$ cat config.mk
export PLATFORM = sky130hd
export DESIGN_NAME = potw_regfile
export DESIGN_NICKNAME = d
export VERILOG_FILES = /design/src/rtl/potw_pkg.sv /design/src/rtl/potw_busy_timer.sv /design/src/rtl/potw_read_mux.sv /design/src/rtl/potw_tap_decode.sv /design/src/rtl/potw_regfile.sv
export SDC_FILE = /design/constraint.sdc
export NUM_CORES = 1
export LEC_CHECK = 0
export BUFFER_PORTS_ARGS = -buffer_cell sky130_fd_sc_hd__buf_2
export CAP_MARGIN = 20
export CELL_PAD_IN_SITES_DETAIL_PLACEMENT = 0
export CELL_PAD_IN_SITES_GLOBAL_PLACEMENT = 1
export CORE_MARGIN = 2
export CORE_UTILIZATION = 35
export DETAILED_ROUTE_END_ITERATION = 12
export MAX_ROUTING_LAYER = met4
export PLACE_DENSITY = 0.8
export SLEW_MARGIN = 20
export SYNTH_ARGS = -nofsm -noshare
export SYNTH_HDL_FRONTEND = slang
export SYNTH_HIERARCHICAL = 1
export SYNTH_SLANG_ARGS = --single-unit
$ cat constraint.sdc
create_clock -name clk -period 4.3 [get_ports clk]
set_clock_uncertainty 0.05 [all_clocks]
set_input_delay 0.86 -clock clk [delete_from_list [all_inputs] [get_ports clk]]
set_output_delay 0.86 -clock clk [all_outputs]
set_load 0.05 [all_outputs]
$ cat src/rtl/potw_pkg.sv
// Shared constants and types for the potentiometer register controller.
// Assumes an 8-bit register data path and a 4-bit register pointer.
package potw_pkg;

    typedef enum logic [1:0] {
        PH_IDLE,   // no write transfer open (or read mode)
        PH_ADDR,   // next received byte is the register address
        PH_DATA,   // next received byte is data for ptr
        PH_HALT    // transfer closed: further bytes refused
    } potw_phase_e;

    localparam logic [3:0] ADDR_VIEW0 = 4'd0;
    localparam logic [3:0] ADDR_IDENT = 4'd1;
    localparam logic [3:0] ADDR_GP_LO = 4'd2;
    localparam logic [3:0] ADDR_HOLE  = 4'd7;
    localparam logic [3:0] ADDR_CTRL  = 4'd8;
    localparam int         GP_COUNT   = 5;

    localparam logic [7:0] IDENT_BYTE = 8'hD0;
    localparam logic [7:0] MIDSCALE   = 8'h80;
    localparam logic [7:0] HOLE_BYTE  = 8'hFF;

    // Pointer advance: wraps from the control register back to address 0.
    function automatic logic [3:0] ptr_step(input logic [3:0] p);
        return (p == ADDR_CTRL) ? ADDR_VIEW0 : p + 4'd1;
    endfunction

endpackage

$ cat src/rtl/potw_busy_timer.sv
// Busy timer: runs the power-up delay after soft reset, then counts the
// emulated non-volatile programming cycle after each commit.
// Assumes commit_i never arrives while busy_o is high.
module potw_busy_timer #(
    parameter int NV_CYCLES = 400000,
    parameter int PU_CYCLES = 1000
) (
    input  logic clk,
    input  logic rst_n,
    input  logic commit_i,
    output logic busy_o,
    output logic pu_load_o
);
    localparam int CNT_MAX = (NV_CYCLES > PU_CYCLES) ? NV_CYCLES : PU_CYCLES;
    localparam int CNT_W   = $clog2(CNT_MAX + 1);

    logic [CNT_W-1:0] cnt_q;
    logic             pu_q;

    // Count down the active window; the power-up window ends with a load pulse.
    always_ff @(posedge clk) begin
        if (!rst_n) begin
            cnt_q <= CNT_W'(PU_CYCLES);
            pu_q  <= 1'b1;
        end else begin
            if (commit_i)
                cnt_q <= CNT_W'(NV_CYCLES);
            else if (cnt_q != '0)
                cnt_q <= cnt_q - 1'b1;
            if (pu_q && cnt_q == '0)
                pu_q <= 1'b0;
        end
    end

    assign busy_o    = pu_q || (cnt_q != '0);
    assign pu_load_o = pu_q && (cnt_q == '0);


    commit_busy_chk: assert property (@(posedge clk) disable iff (!rst_n)
        commit_i |=> busy_o);


    pu_release_chk: assert property (@(posedge clk) disable iff (!rst_n)
        pu_load_o |=> !busy_o);

endmodule

$ cat src/rtl/potw_read_mux.sv
// Read data selection for the current register pointer.
// Assumes gp_i[0] is address 2 and pointers above 8 never occur.
module potw_read_mux
    import potw_pkg::*;
(
    input  logic [3:0]          addr_i,
    input  logic                view_vol_i,
    input  logic [7:0]          wiper_i,
    input  logic [7:0]          init_i,
    input  logic [GP_COUNT-1:0][7:0] gp_i,
    output logic [7:0]          data_o
);
    // Decode the pointer into the byte to transmit.
    always_comb begin
        data_o = 8'h00;
        if (addr_i == ADDR_VIEW0)
            data_o = view_vol_i ? wiper_i : init_i;
        else if (addr_i == ADDR_IDENT)
            data_o = IDENT_BYTE;
        else if (addr_i == ADDR_HOLE)
            data_o = HOLE_BYTE;
        else if (addr_i == ADDR_CTRL)
            data_o = {view_vol_i, 7'b0};
        else
            for (int i = 0; i < GP_COUNT; i++)
                if (addr_i == ADDR_GP_LO + 4'(i))
                    data_o = gp_i[i];
    end

endmodule

$ cat src/rtl/potw_tap_decode.sv
// One-hot tap decoder: bit N is set when the wiper code equals N.
// Assumes TAPS is a power of two.
module potw_tap_decode #(
    parameter int TAPS  = 256,
    localparam int POS_W = $clog2(TAPS)
) (
    input  logic [POS_W-1:0] pos_i,
    output logic [TAPS-1:0]  sel_o
);
    for (genvar t = 0; t < TAPS; t++) begin : g_tap
        assign sel_o[t] = (pos_i == POS_W'(t));
    end

endmodule

$ cat src/rtl/potw_regfile.sv
// Register controller for a digital potentiometer behind a serial slave
// front end. Decodes byte strobes into address and data phases, answers
// each byte with an acknowledge decision, stages and commits non-volatile
// writes, and drives the wiper code and one-hot tap select.
// Assumes at most one strobe per cycle and that evt_rw qualifies evt_start.
module potw_regfile
    import potw_pkg::*;
#(
    parameter int TAPS      = 256,
    parameter int NV_CYCLES = 400000,
    parameter int PU_CYCLES = 1000,
    localparam int POS_W    = $clog2(TAPS)
) (
    input  logic             clk,
    input  logic             rst_n,
    input  logic             por_n,
    input  logic             wp_n,
    input  logic             evt_start,
    input  logic             evt_rw,
    input  logic             evt_stop,
    input  logic             evt_wbyte,
    input  logic [7:0]       wbyte_data,
    input  logic             evt_rbyte,
    output logic             ack_vld,
    output logic             ack_ok,
    output logic             rd_vld,
    output logic [7:0]       rd_data,
    output logic             busy,
    output logic [POS_W-1:0] wiper_pos,
    output logic [TAPS-1:0]  tap_sel
);
    potw_phase_e               ph_q;
    logic [3:0]                ptr_q;
    logic                      view_vol_q;
    logic [7:0]                wr_q;
    logic [7:0]                ivr_q;
    logic [GP_COUNT-1:0][7:0]  gp_q;
    logic                      pend_q;
    logic [3:0]                pend_addr_q;
    logic [7:0]                pend_data_q;
    logic                      ack_vld_q, ack_ok_q, rd_vld_q;
    logic [7:0]                rd_data_q;
    logic [7:0]                rd_mux;
    logic                      pu_load, commit_go, addr_legal;
    logic                      go_start, go_stop, go_wbyte, go_rbyte;

    // Bus events are ignored while the timer reports busy.
    assign go_start  = evt_start && !busy;
    assign go_stop   = evt_stop  && !busy;
    assign go_wbyte  = evt_wbyte && !busy;
    assign go_rbyte  = evt_rbyte && !busy;
    assign addr_legal = (wbyte_data <= 8'd8) && (wbyte_data != 8'd7);
    assign commit_go = go_stop && pend_q && wp_n;

    potw_busy_timer #(.NV_CYCLES(NV_CYCLES), .PU_CYCLES(PU_CYCLES)) u_timer (
        .clk       (clk),
        .rst_n     (rst_n),
        .commit_i  (commit_go),
        .busy_o    (busy),
        .pu_load_o (pu_load)
    );

    potw_read_mux u_rmux (
        .addr_i     (ptr_q),
        .view_vol_i (view_vol_q),
        .wiper_i    (wr_q),
        .init_i     (ivr_q),
        .gp_i       (gp_q),
        .data_o     (rd_mux)
    );

    potw_tap_decode #(.TAPS(TAPS)) u_taps (
        .pos_i (wiper_pos),
        .sel_o (tap_sel)
    );

    // Transfer sequencing, volatile registers and answer generation.
    always_ff @(posedge clk) begin
        if (!rst_n) begin
            ph_q        <= PH_IDLE;
            ptr_q       <= ADDR_VIEW0;
            view_vol_q  <= 1'b0;
            wr_q        <= MIDSCALE;
            pend_q      <= 1'b0;
            pend_addr_q <= ADDR_VIEW0;
            pend_data_q <= 8'h00;
            ack_vld_q   <= 1'b0;
            ack_ok_q    <= 1'b0;
            rd_vld_q    <= 1'b0;
            rd_data_q   <= 8'h00;
        end else begin
            ack_vld_q <= 1'b0;
            rd_vld_q  <= 1'b0;
            if (pu_load)
                wr_q <= ivr_q;
            if (go_start) begin
                ph_q   <= evt_rw ? PH_IDLE : PH_ADDR;
                pend_q <= 1'b0;
            end else if (go_stop) begin
                ph_q   <= PH_IDLE;
                pend_q <= 1'b0;
            end else if (go_rbyte) begin
                rd_vld_q  <= 1'b1;
                rd_data_q <= rd_mux;
                ptr_q     <= ptr_step(ptr_q);
            end else if (go_wbyte) begin
                ack_vld_q <= 1'b1;
                ack_ok_q  <= 1'b0;
                pend_q    <= 1'b0;
                case (ph_q)
                    PH_ADDR: begin
                        if (addr_legal) begin
                            ptr_q    <= wbyte_data[3:0];
                            ph_q     <= PH_DATA;
                            ack_ok_q <= 1'b1;
                        end else begin
                            ph_q <= PH_HALT;
                        end
                    end
                    PH_DATA: begin
                        ptr_q <= ptr_step(ptr_q);
                        ph_q  <= PH_HALT;
                        if (ptr_q == ADDR_CTRL) begin
                            view_vol_q <= wbyte_data[7];
                            ack_ok_q   <= (wbyte_data[6:0] == 7'd0);
                            ph_q       <= PH_DATA;
                        end else if (ptr_q == ADDR_IDENT) begin
                            ack_ok_q <= 1'b1;
                        end else if (ptr_q == ADDR_VIEW0 && view_vol_q) begin
                            wr_q     <= wbyte_data;
                            ack_ok_q <= 1'b1;
                        end else if (wp_n) begin
                            ack_ok_q    <= 1'b1;
                            pend_q      <= 1'b1;
                            pend_addr_q <= ptr_q;
                            pend_data_q <= wbyte_data;
                            if (ptr_q == ADDR_VIEW0)
                                wr_q <= wbyte_data;
                        end
                    end
                    default: ;
                endcase
            end
        end
    end

    // Non-volatile contents: factory defaults on power-on, written on commit.
    always_ff @(posedge clk) begin
        if (!por_n) begin
            ivr_q <= MIDSCALE;
            gp_q  <= '0;
        end else if (commit_go) begin
            if (pend_addr_q == ADDR_VIEW0)
                ivr_q <= pend_data_q;
            for (int i = 0; i < GP_COUNT; i++)
                if (pend_addr_q == ADDR_GP_LO + 4'(i))
                    gp_q[i] <= pend_data_q;
        end
    end

    assign ack_vld   = ack_vld_q;
    assign ack_ok    = ack_ok_q;
    assign rd_vld    = rd_vld_q;
    assign rd_data   = rd_data_q;
    assign wiper_pos = wr_q[7 -: POS_W];


    ctrl_value_ack_chk: assert property (@(posedge clk) disable iff (!rst_n)
        (go_wbyte && ph_q == PH_DATA && ptr_q == ADDR_CTRL)
        |=> (ack_ok_q == ($past(wbyte_data[6:0]) == 7'd0)));


    wiper_follow_chk: assert property (@(posedge clk) disable iff (!rst_n)
        (go_wbyte && ph_q == PH_DATA && ptr_q == ADDR_VIEW0 && (view_vol_q || wp_n))
        |=> (wr_q == $past(wbyte_data)));


    protect_hold_chk: assert property (@(posedge clk) disable iff (!rst_n || !por_n)
        !wp_n |=> ($stable(ivr_q) && $stable(gp_q)));


    busy_silent_chk: assert property (@(posedge clk) disable iff (!rst_n)
        busy |=> (!ack_vld && !rd_vld));


    tap_onehot_chk: assert property (@(posedge clk) disable iff (!rst_n)
        ($countones(tap_sel) == 1) && tap_sel[wiper_pos]);

endmodule

======== After elaboration in Yosys (flattened, before gate mapping) ========
Cells that the tools add are included.
storage, ports and cells
  input bits .............................. 17
  output and inout port bits .............. 276
  register bits ........................... 107
  logic and storage cells ................. 389
cells by class
  muxes and demuxes ....................... 48
  bitwise gates (word level) .............. 7
  add/subtract/negate cells ............... 2
  reduce and logical (&&, ||, !) cells .... 38
  order comparisons ....................... 1
  eq/ne operators ......................... 273
operator list
  cell                                                  number
  == test 8 bit (second input constant)                 128
  == test 8 x 7 -> 1 bit (second input constant)        64
  == test 8 x 6 -> 1 bit (second input constant)        32
  2-to-1 mux 8 bit                                      21
  == test 8 x 5 -> 1 bit (second input constant)        16
  == test 8 x 4 -> 1 bit (second input constant)        8
  2-to-1 mux 19 bit                                     2
  == test 8 x 3 -> 1 bit (second input constant)        4
  == test 4 x 3 -> 1 bit (second input constant)        7
  logical NOT 19 bit                                    1
  nonzero test 19 bit                                   1
  subtractor 19 x 1 -> 19 bit (second input constant)   1
  == test 4 x 2 -> 1 bit (second input constant)        4
  == test 8 x 2 -> 1 bit (second input constant)        2
  2-to-1 mux 4 bit                                      4
  2-to-1 mux 1 bit                                      14
  AND reduction 2 bit                                   7
  logical AND 1 bit                                     9
  AND reduction 9 bit                                   1
  == test 8 x 1 -> 1 bit (second input constant)        1
  <= comparator 8 x 4 -> 1 bit (second input constant)  1
  logical NOT 4 bit                                     2
  logical NOT 8 bit                                     1
  2-to-1 mux 2 bit                                      4
  24 further kinds                                      34

======== Logic depth before layout (Yosys ltp) ========
Gate-level depths: netlist (run 1).
  word-level depth ........................ 13
  depth in mapped cells ................... 13
  gate-level depth less buffers ........... 11

======== Modules after synthesis ========
Netlist (run 1), hierarchy kept.
by module, submodules not included
  module           times used  cells an instance  area an instance (um^2)  seq. area each (um^2)
  potw_regfile     1           391                3922.5                   1741.7
  potw_tap_decode  1           350                1659.1                   0.0
  potw_busy_timer  1           131                1086.0                   400.4
  potw_read_mux    1           92                 653.1                    0.0

======== Worst setup path before layout (run 1) ========
No wires, ideal clock.
  path kind ............................... register to register
  from .................................... reg u_timer.cnt_q[16]
  to ...................................... reg u_timer.cnt_q[18]
  data required time ...................... 4136 ps
  stages on the path, launching flop included .. 11
  setup time .............................. 114 ps
  path buffers ............................ 2
  slack ................................... 875 ps
  arrival ................................. 3260 ps
  period minus slack after synthesis ...... 3425 ps
  cells stage by stage .................... dfxtp_1 nor4_1 nand3_1 clkbuf_1 or3_1 nand4b_4 inv_1 clkbuf_1 clkinv_1 a32o_1 a2111oi_0
between the ends
  cells in the longest elaborated chain, start to end .. 7
  elaborated cells between the ends (all ways) .. 10
  those cells by class .................... add/sub (1); mux (2); reduce/logical (7)
ends and longest elaborated chain
  what                                                     line                   text
  from (decl)                                              potw_busy_timer.sv:17  logic [CNT_W-1:0] cnt_q;
  from (signal assigned)                                   potw_busy_timer.sv:23  cnt_q <= CNT_W'(PU_CYCLES);
  from (signal assigned)                                   potw_busy_timer.sv:27  cnt_q <= CNT_W'(NV_CYCLES);
  from (signal assigned)                                   potw_busy_timer.sv:29  cnt_q <= cnt_q - 1'b1;
  nonzero test 19 bit *                                    potw_busy_timer.sv:35  assign busy_o = pu_q || (cnt_q != '0);
  logical OR 1 bit *                                       potw_busy_timer.sv:35
  net busy                                                 potw_regfile.sv:28     output logic busy,
  logical NOT 1 bit *                                      potw_regfile.sv:49     assign go_stop = evt_stop && !busy;
  logical AND 1 bit *                                      potw_regfile.sv:49
  logical AND 1 bit * (2 in a row)                         potw_regfile.sv:53     assign commit_go = go_stop && pend_q && wp_n;
  net commit_go                                            potw_regfile.sv:44     logic pu_load, commit_go, addr_legal;
  2-to-1 mux 19 bit or nonzero test 2 bit (tied branches)  --
Mark *: on every way through the listed nets, which the timed path passes. The rest lies on a longest branch. The select of a mux whose other input is x is not followed.
A chain may end at the register's enable or synchronous reset.

======== Worst setup path in the final report (run 1) ========
  from .................................... reg u_timer.cnt_q[5]
  to ...................................... reg u_timer.cnt_q[18]
between the ends
  cells in the longest elaborated chain, start to end .. 7
  elaborated cells between the ends (all ways) .. 10
  those cells by class .................... add/sub (1); mux (2); reduce/logical (7)
ends and longest elaborated chain
  what                                                     line
  nonzero test 19 bit *                                    potw_busy_timer.sv:35
  logical OR 1 bit *                                       potw_busy_timer.sv:35
  logical NOT 1 bit *                                      potw_regfile.sv:49
  logical AND 1 bit *                                      potw_regfile.sv:49
  logical AND 1 bit * (2 in a row)                         potw_regfile.sv:53
  net commit_go                                            potw_regfile.sv:44
  2-to-1 mux 19 bit or nonzero test 2 bit (tied branches)  --
Marks and branches as above.

==> run metrics, run 1 <==
Final Core Density=0.444; CTS tree=done; fraction of registers with async set/reset=0; Post-Route WL=26.4 mm; Startpoint Class=flop; Final Hold Violating Endpoints=0; total power per unit cell area=approximately 210 mW/mm2; synthesized instance count=964; die width=149 um; status=finished, final reports clean; die area=between 0.02 and 0.025 mm2; initial antenna violation count=0; vias=7625; RSZ-0062 raised after global routing=false; reg2reg path depth=8; VDD IR max=approximately 0.16 mV; Cells after DPL=1443; crit path max fanout=9; gpl congestion=0.883; Die Ht=approximately 150 um; Slew HR=0.345; Lkg Pwr=~0.0037 uW; post-CTS setup buffers=0; Final Instance Count excl. Fillers=around 1.5k; dpl hpwl=between 15 and 20 mm; WL/cell=between 15 and 20 um; flops & latches, synth=107; clk sink count=roughly 110; Clock Path Buffers=2; Mean Syn Cell Area=around 7.6 um2; cts bufs inserted=9; Iter 0 DRT Violations=468; largest net degree at the start of global routing=a little under 50; Cell Area, Synth=0.00732 mm2; commonest non-fill, non-tap cell in the layout=buf_2; Setup-failing EPs final=0; post-DR vias/cell=~5.2; Post-synth EDFFs=0; Critical Path RT=between 4000 and 5000 ps; Setup Total Neg Slack=0 ps; H-tree depth=3; crit path DAT=between 3000 and 4000 ps; worst-skew pair later-pin latency=360 ps; achievable frequency=between 200 and 300 MHz; Unique masters post-synth=76; remaining routing DRC violations=0; reg-to-reg slack, setup=around 850 ps; global-route wire length before repair=roughly 40 mm; fin crit period=~3500 ps; Resized Gates After CTS=0; final net count=approximately 1.2k; slew of the pin with the lowest slew margin=slightly below 1000 ps; CTS clk-pin slew, worst paths=roughly 80 ps; fill cell count=between 2k and 2.5k; Hold Path Sink=rd_data[5]; DR pass1 iterations=5; CTS Root Cell=clkbuf_16; worst min path class=flop to flop; most frequent cells in the layout=292 x buf_2, 265 x nor2_1, 105 x dfxtp_1; GRT Overall Usage=0.236; Area Overhead vs Synth=23.4%; Max Cap Viol=0; DRT antenna net count=0; Yosys Warn Count=6; total gr overflow=0; max-slew violation count=0; IO Port Bufs=~290; vias in the first global route=6744; Seq/Total Area, Yosys=0.293; core area=~0.02 mm2; Yosys top cell by area=dfxtp_1; Initial Utilization=0.359; Final period util=0.803; reg-to-reg endpoint=u_timer/cnt_q[18]; HP Start=rd_data[5]; Worst Setup End Kind=flop; CP Launch Point=u_timer/cnt_q[5]; hold_buf cts=0; antenna cells=0; critical path type=flop to flop; ratio of cells with drive above 1 in the final layout=0.318; Area contributors post-synth=dfxtp_1 29%, nor2_1 14%, mux2i_1 9.6%; Synth Flop Type=dfxtp_1; worst r2r src=u_timer/cnt_q[5]; # IOs=between 200 and 300; hold path depth=2; Net Count, Synth=just under 1k; Synth top area share=0.293; num rows=52
routing by layer:
layer  global-route usage  part of all wire  vias up
met5                    -                 0        -
met4               0.0671             0.018        0
met3               0.0193             0.052       35
met2                0.403              0.49      268
met1                0.299              0.44     3552
li1                     -                 -     3770
kinds of logic after synthesis:
group                    synth area share
adder cells (fa/ha/maj)            0.0120
AO/OA/AOI/OAI                       0.146
multiplexers                        0.109
XOR/XNOR                          0.00120
flip-flops                          0.293
AND/OR/NAND/NOR                     0.358
buffers and inverters              0.0819
sequential cells by signal (all words and copies together), names as in the netlist:
name           cells
ack_ok             1
ack_vld            1
gp_q              40
ivr_q              8
pend_addr_q        4
pend_data_q        8
pend_q             1
ph_q               2
ptr_q              4
rd_data            8
rd_vld             1
u_timer/cnt_q     19
u_timer/pu_q       1
view_vol_q         1
wiper_pos          8
power by group:
group	switching [uW]	total (uW)	internal [uW]
clock network	405	807	403
logic	63.5	99.2	35.7
registers	8.64	1000	996
stage by stage:
step	worst slack (ps)	hold WS, ps	instance area, um2	power, uW
floorplan	875	393	7320	1090
global placement	1000	392	8750	1130
detailed placement	927	392	8750	1130
CTS	845	403	9030	1920
global route	479	426	9040	1970
finish	849	401	9040	1910
Yosys cell counts, drive strengths merged (4+ instances only):
| library cell | instances |
|---|---|
| a31oi | 15 |
| nor3 | 12 |
| nor2b | 53 |
| a21oi | 14 |
| nand3 | 21 |
| nand4b | 9 |
| inv | 13 |
| nor2 | 276 |
| nand4bb | 12 |
| or4b | 9 |
| or3 | 7 |
| o41ai | 4 |
| nor4b | 4 |
| o21ai | 44 |
| o22ai | 4 |
| a2111oi | 4 |
| nand2b | 7 |
| buf | 52 |
| or3b | 9 |
| o21a | 4 |
| mux2i | 70 |
| a221o | 5 |
| o311a | 8 |
| ha | 7 |
| o211ai | 9 |
| clkbuf | 52 |
| nand2 | 38 |
| a21boi | 23 |
| dfxtp | 107 |
| or4 | 13 |
| nor4 | 9 |
| mux2 | 8 |
| nand4 | 4 |
| o31ai | 4 |
| and3 | 6 |
final cells by class:
cell class	count	area [um2]	share of cell area
clock inverter	7	58.8	0.00651
inverter	14	52.6	0.00582
sequential	107	2140	0.237
clock buffer	9	225	0.0249
tap	270	338	0.0374
multi-input combinational	739	4600	0.509
timing repair buffer	313	1620	0.179
worst max-delay path: stages, from the launching register on:
cell and delay, ps:
dfxtp_1 360, nor4_1 450, nand3_1 280, or3_1 530, nand4b_4 350, inv_1 280
clkinv_1 300, a32o_1 300, a2111oi_0 400
worst max path at each step:
stage	end
CTS	tap_sel[237]
global route	u_timer/cnt_q[18]
floorplan	u_timer/cnt_q[18]
global placement	u_timer/cnt_q[13]
detailed placement	u_timer/cnt_q[13]
finish	u_timer/cnt_q[18]
Power figures use the tool's default switching activity.
==> inputs of run 2 (changes only) <==
--- a/config.mk
+++ b/config.mk
@@ -5,15 +5,16 @@
 export SDC_FILE = /design/constraint.sdc
 export NUM_CORES = 1
 export LEC_CHECK = 0
+export ABC_AREA = 1
 export BUFFER_PORTS_ARGS = -buffer_cell sky130_fd_sc_hd__buf_2
 export CAP_MARGIN = 20
 export CELL_PAD_IN_SITES_DETAIL_PLACEMENT = 0
 export CELL_PAD_IN_SITES_GLOBAL_PLACEMENT = 1
 export CORE_MARGIN = 2
-export CORE_UTILIZATION = 35
+export CORE_UTILIZATION = 29
 export DETAILED_ROUTE_END_ITERATION = 12
 export MAX_ROUTING_LAYER = met4
-export PLACE_DENSITY = 0.8
+export PLACE_DENSITY = 0.76
 export SLEW_MARGIN = 20
 export SYNTH_ARGS = -nofsm -noshare
 export SYNTH_HDL_FRONTEND = slang
==> constraint.sdc (replaced) <==
create_clock -name clk -period 3.17 [get_ports clk]
set_clock_uncertainty 0.05 [all_clocks]
set_input_delay 0.634 -clock clk [delete_from_list [all_inputs] [get_ports clk]]
set_output_delay 0.634 -clock clk [all_outputs]
set_load 0.05 [all_outputs]
==> run 2 against run 1 <==
Net effect: sequential power is 36% higher; die area is 13% higher; non-clock buffer count is 8 lower; register-to-register slack worse by 260 ps; critical endpoint is now tap_sel[120]; global-route usage is 1.3 points lower; flip-flop and latch count stayed put; total power is 43% higher; highest routed layer unchanged; first-iteration DRC count is 55% higher; synthesized cell count is 21% higher; routed wire length is 9.7% higher; sequential share of layout area is 0.38 points higher; critical path type is now flop to output port.
==> run metrics, run 2 <==
status=finished, final reports clean; core area=0.0234 mm2 (+15%); final hold slack=397 ps (-3.40 ps); total power=2730 uW (+43%); Final period util=0.929; IO Port Bufs=292 (unchanged); # IOs=293 (unchanged); total power per unit cell area=307 mW/mm2 (+45%); vias in the first global route=7170 (+6.3%); GRT Overall Usage=0.223 (-0.0132); Setup-failing EPs final=0 (unchanged); Initial Utilization=0.295 (-0.0646); post-DR vias/cell=4.80 (-8.2%); Critical Path RT=2490 ps (-1970 ps); flops & latches, synth=107 (unchanged); Iter 0 DRT Violations=724 (+55%); WL/cell=16.5 um (-8.7%); final net count=1454 (+20%); H-tree depth=3 (unchanged); hold_buf cts=0 (unchanged); Resized Gates After CTS=0 (unchanged); Lkg Pwr=0.00449 uW (+20%); max-slew violation count=0 (unchanged); Max Cap Viol=0 (unchanged); Setup Total Neg Slack=0 ps (unchanged); Mean Syn Cell Area=5.90 um2 (-22%); Worst Slack Setup Final=224 ps (-625 ps); Post-synth EDFFs=0 (unchanged); count leader, synth=nor2_1; Unique masters post-synth=39 (-49%); Final Core Density=0.380 (-0.0641); CP Cell Sequence=inv_1 -> nor2_1 -> nand2_1 -> nor2_1 -> buf_2; dpl hpwl=21.9 mm (+13%); max incr delay on CP=530 ps (about the same); slew of the pin with the lowest slew margin=916 ps (-62.0 ps); Critical path buffers and inverters=2 (unchanged); commonest non-fill, non-tap cell in the layout=nor2_1; most frequent cells in the layout=368 x nor2_1, 292 x buf_2, 210 x nand2_1; Yosys top cell by area=dfxtp_1; clk sink count=107 (unchanged); global-route wire length before repair=41.8 mm (+4.8%); num rows=56 (+7.7%); antenna cells=0 (unchanged); RSZ-0062 raised after global routing=false; initial antenna violation count=0 (unchanged); largest net degree at the start of global routing=35 (-29%); Seq/Total Area, Yosys=0.310 (+0.0178); Slew HR=0.388 (+0.0427); family with the most delay on the worst path=simple AND/OR/NAND/NOR gates; crit-path most repeated cell=nor2_1; DRT antenna net count=0 (unchanged); Yosys Warn Count=6 (unchanged); ratio of cells with drive above 1 in the final layout=0.258 (-0.0601); post-CTS setup buffers=0 (unchanged); synthesized instance count=1170 (+21%); Area contributors post-synth=dfxtp_1 31%, nor2_1 20%, nand2_1 11%; Area Overhead vs Synth=28.7%; vias=8415 (+10%); worst-skew pair later-pin latency=350 ps (about the same); Post-Route WL=29.0 mm (+9.7%); Worst Setup End Kind=output port; Final Hold Violating Endpoints=0 (unchanged); total gr overflow=0 (unchanged); CTS tree=done; Net Count, Synth=1194 (+21%); die width=158 um (+6.5%); crit path DAT=2260 ps (-1360 ps); die area=0.0250 mm2 (+13%); gpl congestion=0.897 (+1.6%); Biggest register=gp_q; CTS clk-pin slew, worst paths=70 ps (about the same); max reg flops=40 (unchanged); Slowest-stage cell, CP=nand2_1; Synth top area share=0.310 (+0.0178); biggest regs=gp_q (40), u_timer/cnt_q (19); critical path type=flop to output port; achievable frequency=around 340 MHz; dpl ws=579 ps (-348 ps); CTS Root Cell=clkbuf_16; VDD IR max=0.301 mV (+94%); fill cell count=2639 (+25%); crit path max fanout=16 (+7); remaining routing DRC violations=0 (unchanged); Cell Area, Synth=0.00690 mm2 (-5.7%); fin crit period=between 2000 and 3000 ps; fraction of registers with async set/reset=0 (unchanged); cts bufs inserted=9 (unchanged); leading cell types by count after synthesis=368 x nor2_1, 210 x nand2_1, 107 x dfxtp_1, 107 x inv_1, 88 x nand3_1; Die Ht=158 um (+6.5%); Clock Path Buffers=2 (unchanged); DR pass1 iterations=7 (+2); Synth Flop Type=dfxtp_1; Startpoint Class=flop; worst min path class=flop to flop
run 2: worst min-delay path, delay by kind of cell, from the launching register on:
family | cells | cell delay, ps
DFF | 1 | 310
buffers and inverters | 1 | 50
AOI/OAI and AO/OA | 1 | 50
run 2: final timing paths:
kind | start | endpoint | slack [ps] | depth (start not counted)
worst max register to register | u_timer/cnt_q[15] | gp_q[3] | 590 | 12
worst max-delay path | wiper_pos[3] | tap_sel[120] | 220 | 5
worst min register to register | gp_q[26] | gp_q[26] | 400 | 2
worst min-delay path | gp_q[26] | gp_q[26] | 400 | 2
run 2: kinds of logic after synthesis:
kind of cell    after synthesis  synth area share
xor+xnor                      3           0.00381
flops                       107             0.310
fa+ha+maj                     7            0.0127
buf+inv                     172             0.107
compound gates              132            0.0984
mux                           8            0.0118
simple gates                741             0.456
run 2: power by group:
| part | total [uW] | leakage (uW) | internal (uW) | switching (uW) |
|---|---|---|---|---|
| combinational | 122 | 0.00347 | 37.3 | 84.5 |
| clock | 1250 | 0.000156 | 699 | 547 |
| sequential | 1360 | 0.000864 | 1350 | 9.79 |
| total | 2730 | 0.00449 | 2090 | 642 |
run 2: cell type report:
class	count	area [um2]	area share
multi-input combinational	891	4020	0.453
sequential	107	2140	0.241
timing repair buffer	305	1560	0.175
inverter	116	435	0.0490
tap	319	399	0.0449
clock buffer	9	225	0.0254
clock inverter	7	98.8	0.0111
run 2: layer usage:
metal	up-vias	track usage	share of wire
met5	-	-	0
met4	0	0.0545	0.015
met3	38	0.0400	0.063
met2	316	0.353	0.47
met1	3872	0.295	0.45
li1	4189	-	-
run 2: metrics by stage:
stage          instances  cell area, um2
3_3_place_gp        1738            8560
3_5_place_dp        1738            8560
5_1_grt             1754            8880
6_report            1754            8880
4_1_cts             1754            8880
2_1_floorplan       1170            6900
==> inputs of run 3 (changes only) <==
--- a/config.mk
+++ b/config.mk
@@ -11,10 +11,10 @@
 export CELL_PAD_IN_SITES_DETAIL_PLACEMENT = 0
 export CELL_PAD_IN_SITES_GLOBAL_PLACEMENT = 1
 export CORE_MARGIN = 2
-export CORE_UTILIZATION = 29
+export CORE_UTILIZATION = 34
 export DETAILED_ROUTE_END_ITERATION = 12
 export MAX_ROUTING_LAYER = met4
-export PLACE_DENSITY = 0.76
+export PLACE_DENSITY = 0.84
 export SLEW_MARGIN = 20
 export SYNTH_ARGS = -nofsm -noshare
 export SYNTH_HDL_FRONTEND = slang
==> constraint.sdc (replaced) <==
create_clock -name clk -period 3.7 [get_ports clk]
set_clock_uncertainty 0.05 [all_clocks]
set_input_delay 0.74 -clock clk [delete_from_list [all_inputs] [get_ports clk]]
set_output_delay 0.74 -clock clk [all_outputs]
set_load 0.05 [all_outputs]
==> run 3 against run 2 <==
Net effect: non-clock buffer count down 4; cell area down 1.3%; critical endpoint is now tap_sel[31]; first-iteration DRC count down 17%; largest cell class unchanged.
==> run metrics, run 3 (synthesis results as in run 2) <==
status=finished, final reports clean; Setup-failing EPs final=0 (unchanged); remaining routing DRC violations=0 (unchanged); max incr delay on CP=540 ps (about the same); Die Ht=146 um (-7.5%); most frequent cells in the layout=368 x nor2_1, 292 x buf_2, 210 x nand2_1; max reg flops=40 (unchanged); total gr overflow=0 (unchanged); Final Hold Violating Endpoints=0 (unchanged); Logic pwr share=0.045 (about the same); achievable frequency=325 MHz; biggest regs=gp_q (40), u_timer/cnt_q (19); dpl hpwl=21.4 mm (-2.3%); die area=0.0215 mm2 (-14%); ratio of cells with drive above 1 in the final layout=0.255 (-0.00259); GRT Overall Usage=0.261 (+0.0385); fin crit period=a little over 3000 ps; post-CTS setup buffers=0 (unchanged); IO Port Bufs=292 (unchanged); WL/cell=16.5 um (-0.14%); CTS tree=done; Initial Utilization=0.343 (+0.0484); worst min path class=flop to flop; metal2 WL=13.4 mm (-1.4%); antenna cells=0 (unchanged); internal power=1730 uW (-17%); sequential standard cell area=0.00214 mm2 (unchanged); CTS Root Cell=clkbuf_16; Clock Path Buffers=2 (unchanged); vias in the first global route=7268 (+1.4%); Resized Gates After CTS=0 (unchanged); H-tree depth=3 (unchanged); slew of the pin with the lowest slew margin=878 ps (-38.3 ps); DRT antenna net count=0 (unchanged); RSZ-0062 raised after global routing=false; crit path DAT=2280 ps (+20 ps); commonest non-fill, non-tap cell in the layout=nor2_1; die width=146 um (-7.5%); hold path depth=2 (unchanged); Net Sw Frac=0.232 (-0.00259); hold_buf cts=0 (unchanged); Critical Path RT=2910 ps (+420 ps); DR pass1 iterations=5 (-2); total power per unit cell area=258 mW/mm2 (-16%); met3 wire len=2.26 mm (+23%); Slowest-stage cell, CP=nand2_1; Post-Route WL=28.1 mm (-3.2%); clk sink count=107 (unchanged); fill cell count=2185 (-17%); post-DR vias/cell=4.90 (+2.2%); top sig layer=met4; Iter 0 DRT Violations=601 (-17%); Biggest register=gp_q; final net count=1450 (-0.28%); Setup Total Neg Slack=0 ps (unchanged); # IOs=293 (unchanged); Area Overhead vs Synth=27.0%; gpl congestion=0.943 (+5.1%); CP Cell Sequence=inv_1 -> nor2_1 -> nand2_1 -> nor2_1 -> buf_2; Clk pwr share=0.438 (-0.018); routed length on met1=12.1 mm (-8.1%); sw power=525 uW (-18%); reg2reg path depth=12 (unchanged); sequential share of power=0.517 (+0.018); vias=8335 (-0.95%); final hold slack=396 ps (-1.65 ps); VDD IR max=0.202 mV (-33%); initial antenna violation count=1 (+1); Max Cap Viol=0 (unchanged); Final period util=0.830; global-route wire length before repair=42.5 mm (+1.8%); CTS clk-pin slew, worst paths=70 ps (about the same); worst-skew pair later-pin latency=360 ps (about the same); critical path type=flop to output port; max-slew violation count=0 (unchanged); Worst Setup End Kind=output port; crit-path most repeated cell=nor2_1; num rows=52 (-7.1%); core area=0.0201 mm2 (-14%); Lkg Pwr=0.00446 uW (-0.66%); area of the multi-input gates=0.00402 mm2 (unchanged); Slew HR=0.413 (+0.0256); cts bufs inserted=9 (unchanged); largest net degree at the start of global routing=42 (+20%); crit path max fanout=16 (unchanged); Startpoint Class=flop
==> run 3: cell types whose count changed in the layout (fill, tap and decap cells not counted), sizes merged <==
| cell | change |
|---|---|
| buf | -4 |
| bufinv | -1 |
| clkbuf | +1 |
| clkinv | -1 |
==> run 3: path summary, 6_finish.rpt <==
| kind | startpoint | endpoint | slack, ps |
|---|---|---|---|
| worst max register to register | u_timer/cnt_q[14] | gp_q[11] | 1090 |
| worst min-delay path | gp_q[38] | gp_q[38] | 400 |
| worst min register to register | gp_q[38] | gp_q[38] | 400 |
| worst max-delay path | wiper_pos[4] | tap_sel[31] | 630 |
==> run 3: layout make-up <==
cell class | count | area share
Timing Repair Buffer | 301 | 0.174
Sequential cell | 107 | 0.244
Clock buffer | 10 | 0.0273
Clock inverter | 5 | 0.00685
Tap cell | 270 | 0.0385
Inverter | 116 | 0.0497
Multi-Input combinational cell | 891 | 0.459
==> run 3: routing by layer <==
layer / up-vias / GRT usage
met2: 324 / 0.426
met5: - / -
met1: 3812 / 0.335
li1: 4177 / -
met3: 22 / 0.0481
met4: 0 / 0.0641
==> run 3: stage by stage <==
| stage | setup slack [ps] | util | total power, uW | instances | cell area (um2) |
|---|---|---|---|---|---|
| floorplan | 937 | - | 1260 | 1170 | 6900 |
| global placement | 1070 | 0.421 | 1300 | 1685 | 8470 |
| detailed placement | 1030 | 0.421 | 1300 | 1685 | 8470 |
| CTS | 640 | 0.436 | 2270 | 1700 | 8770 |
| global route | 487 | 0.436 | 2330 | 1700 | 8770 |
| finish | 627 | 0.436 | 2260 | 1700 | 8770 |
==> run 3: power by group through the flow <==
stage / Combinational, uW / Clock [uW] / Sequential, uW
6_report: 103 / 989 / 1170
5_1_grt: 116 / 1050 / 1170
3_3_place_gp: 101 / 0 / 1190
2_1_floorplan: 66.3 / 0 / 1190
4_1_cts: 103 / 1000 / 1170
3_5_place_dp: 103 / 0 / 1190
==> run 3: worst max-delay path: cells and delay by family (launching register included) <==
family                 cells  cell delay (ps)
AND/OR/NAND/NOR            3             1090
buffers and inverters      2              360
flip-flops                 1              460
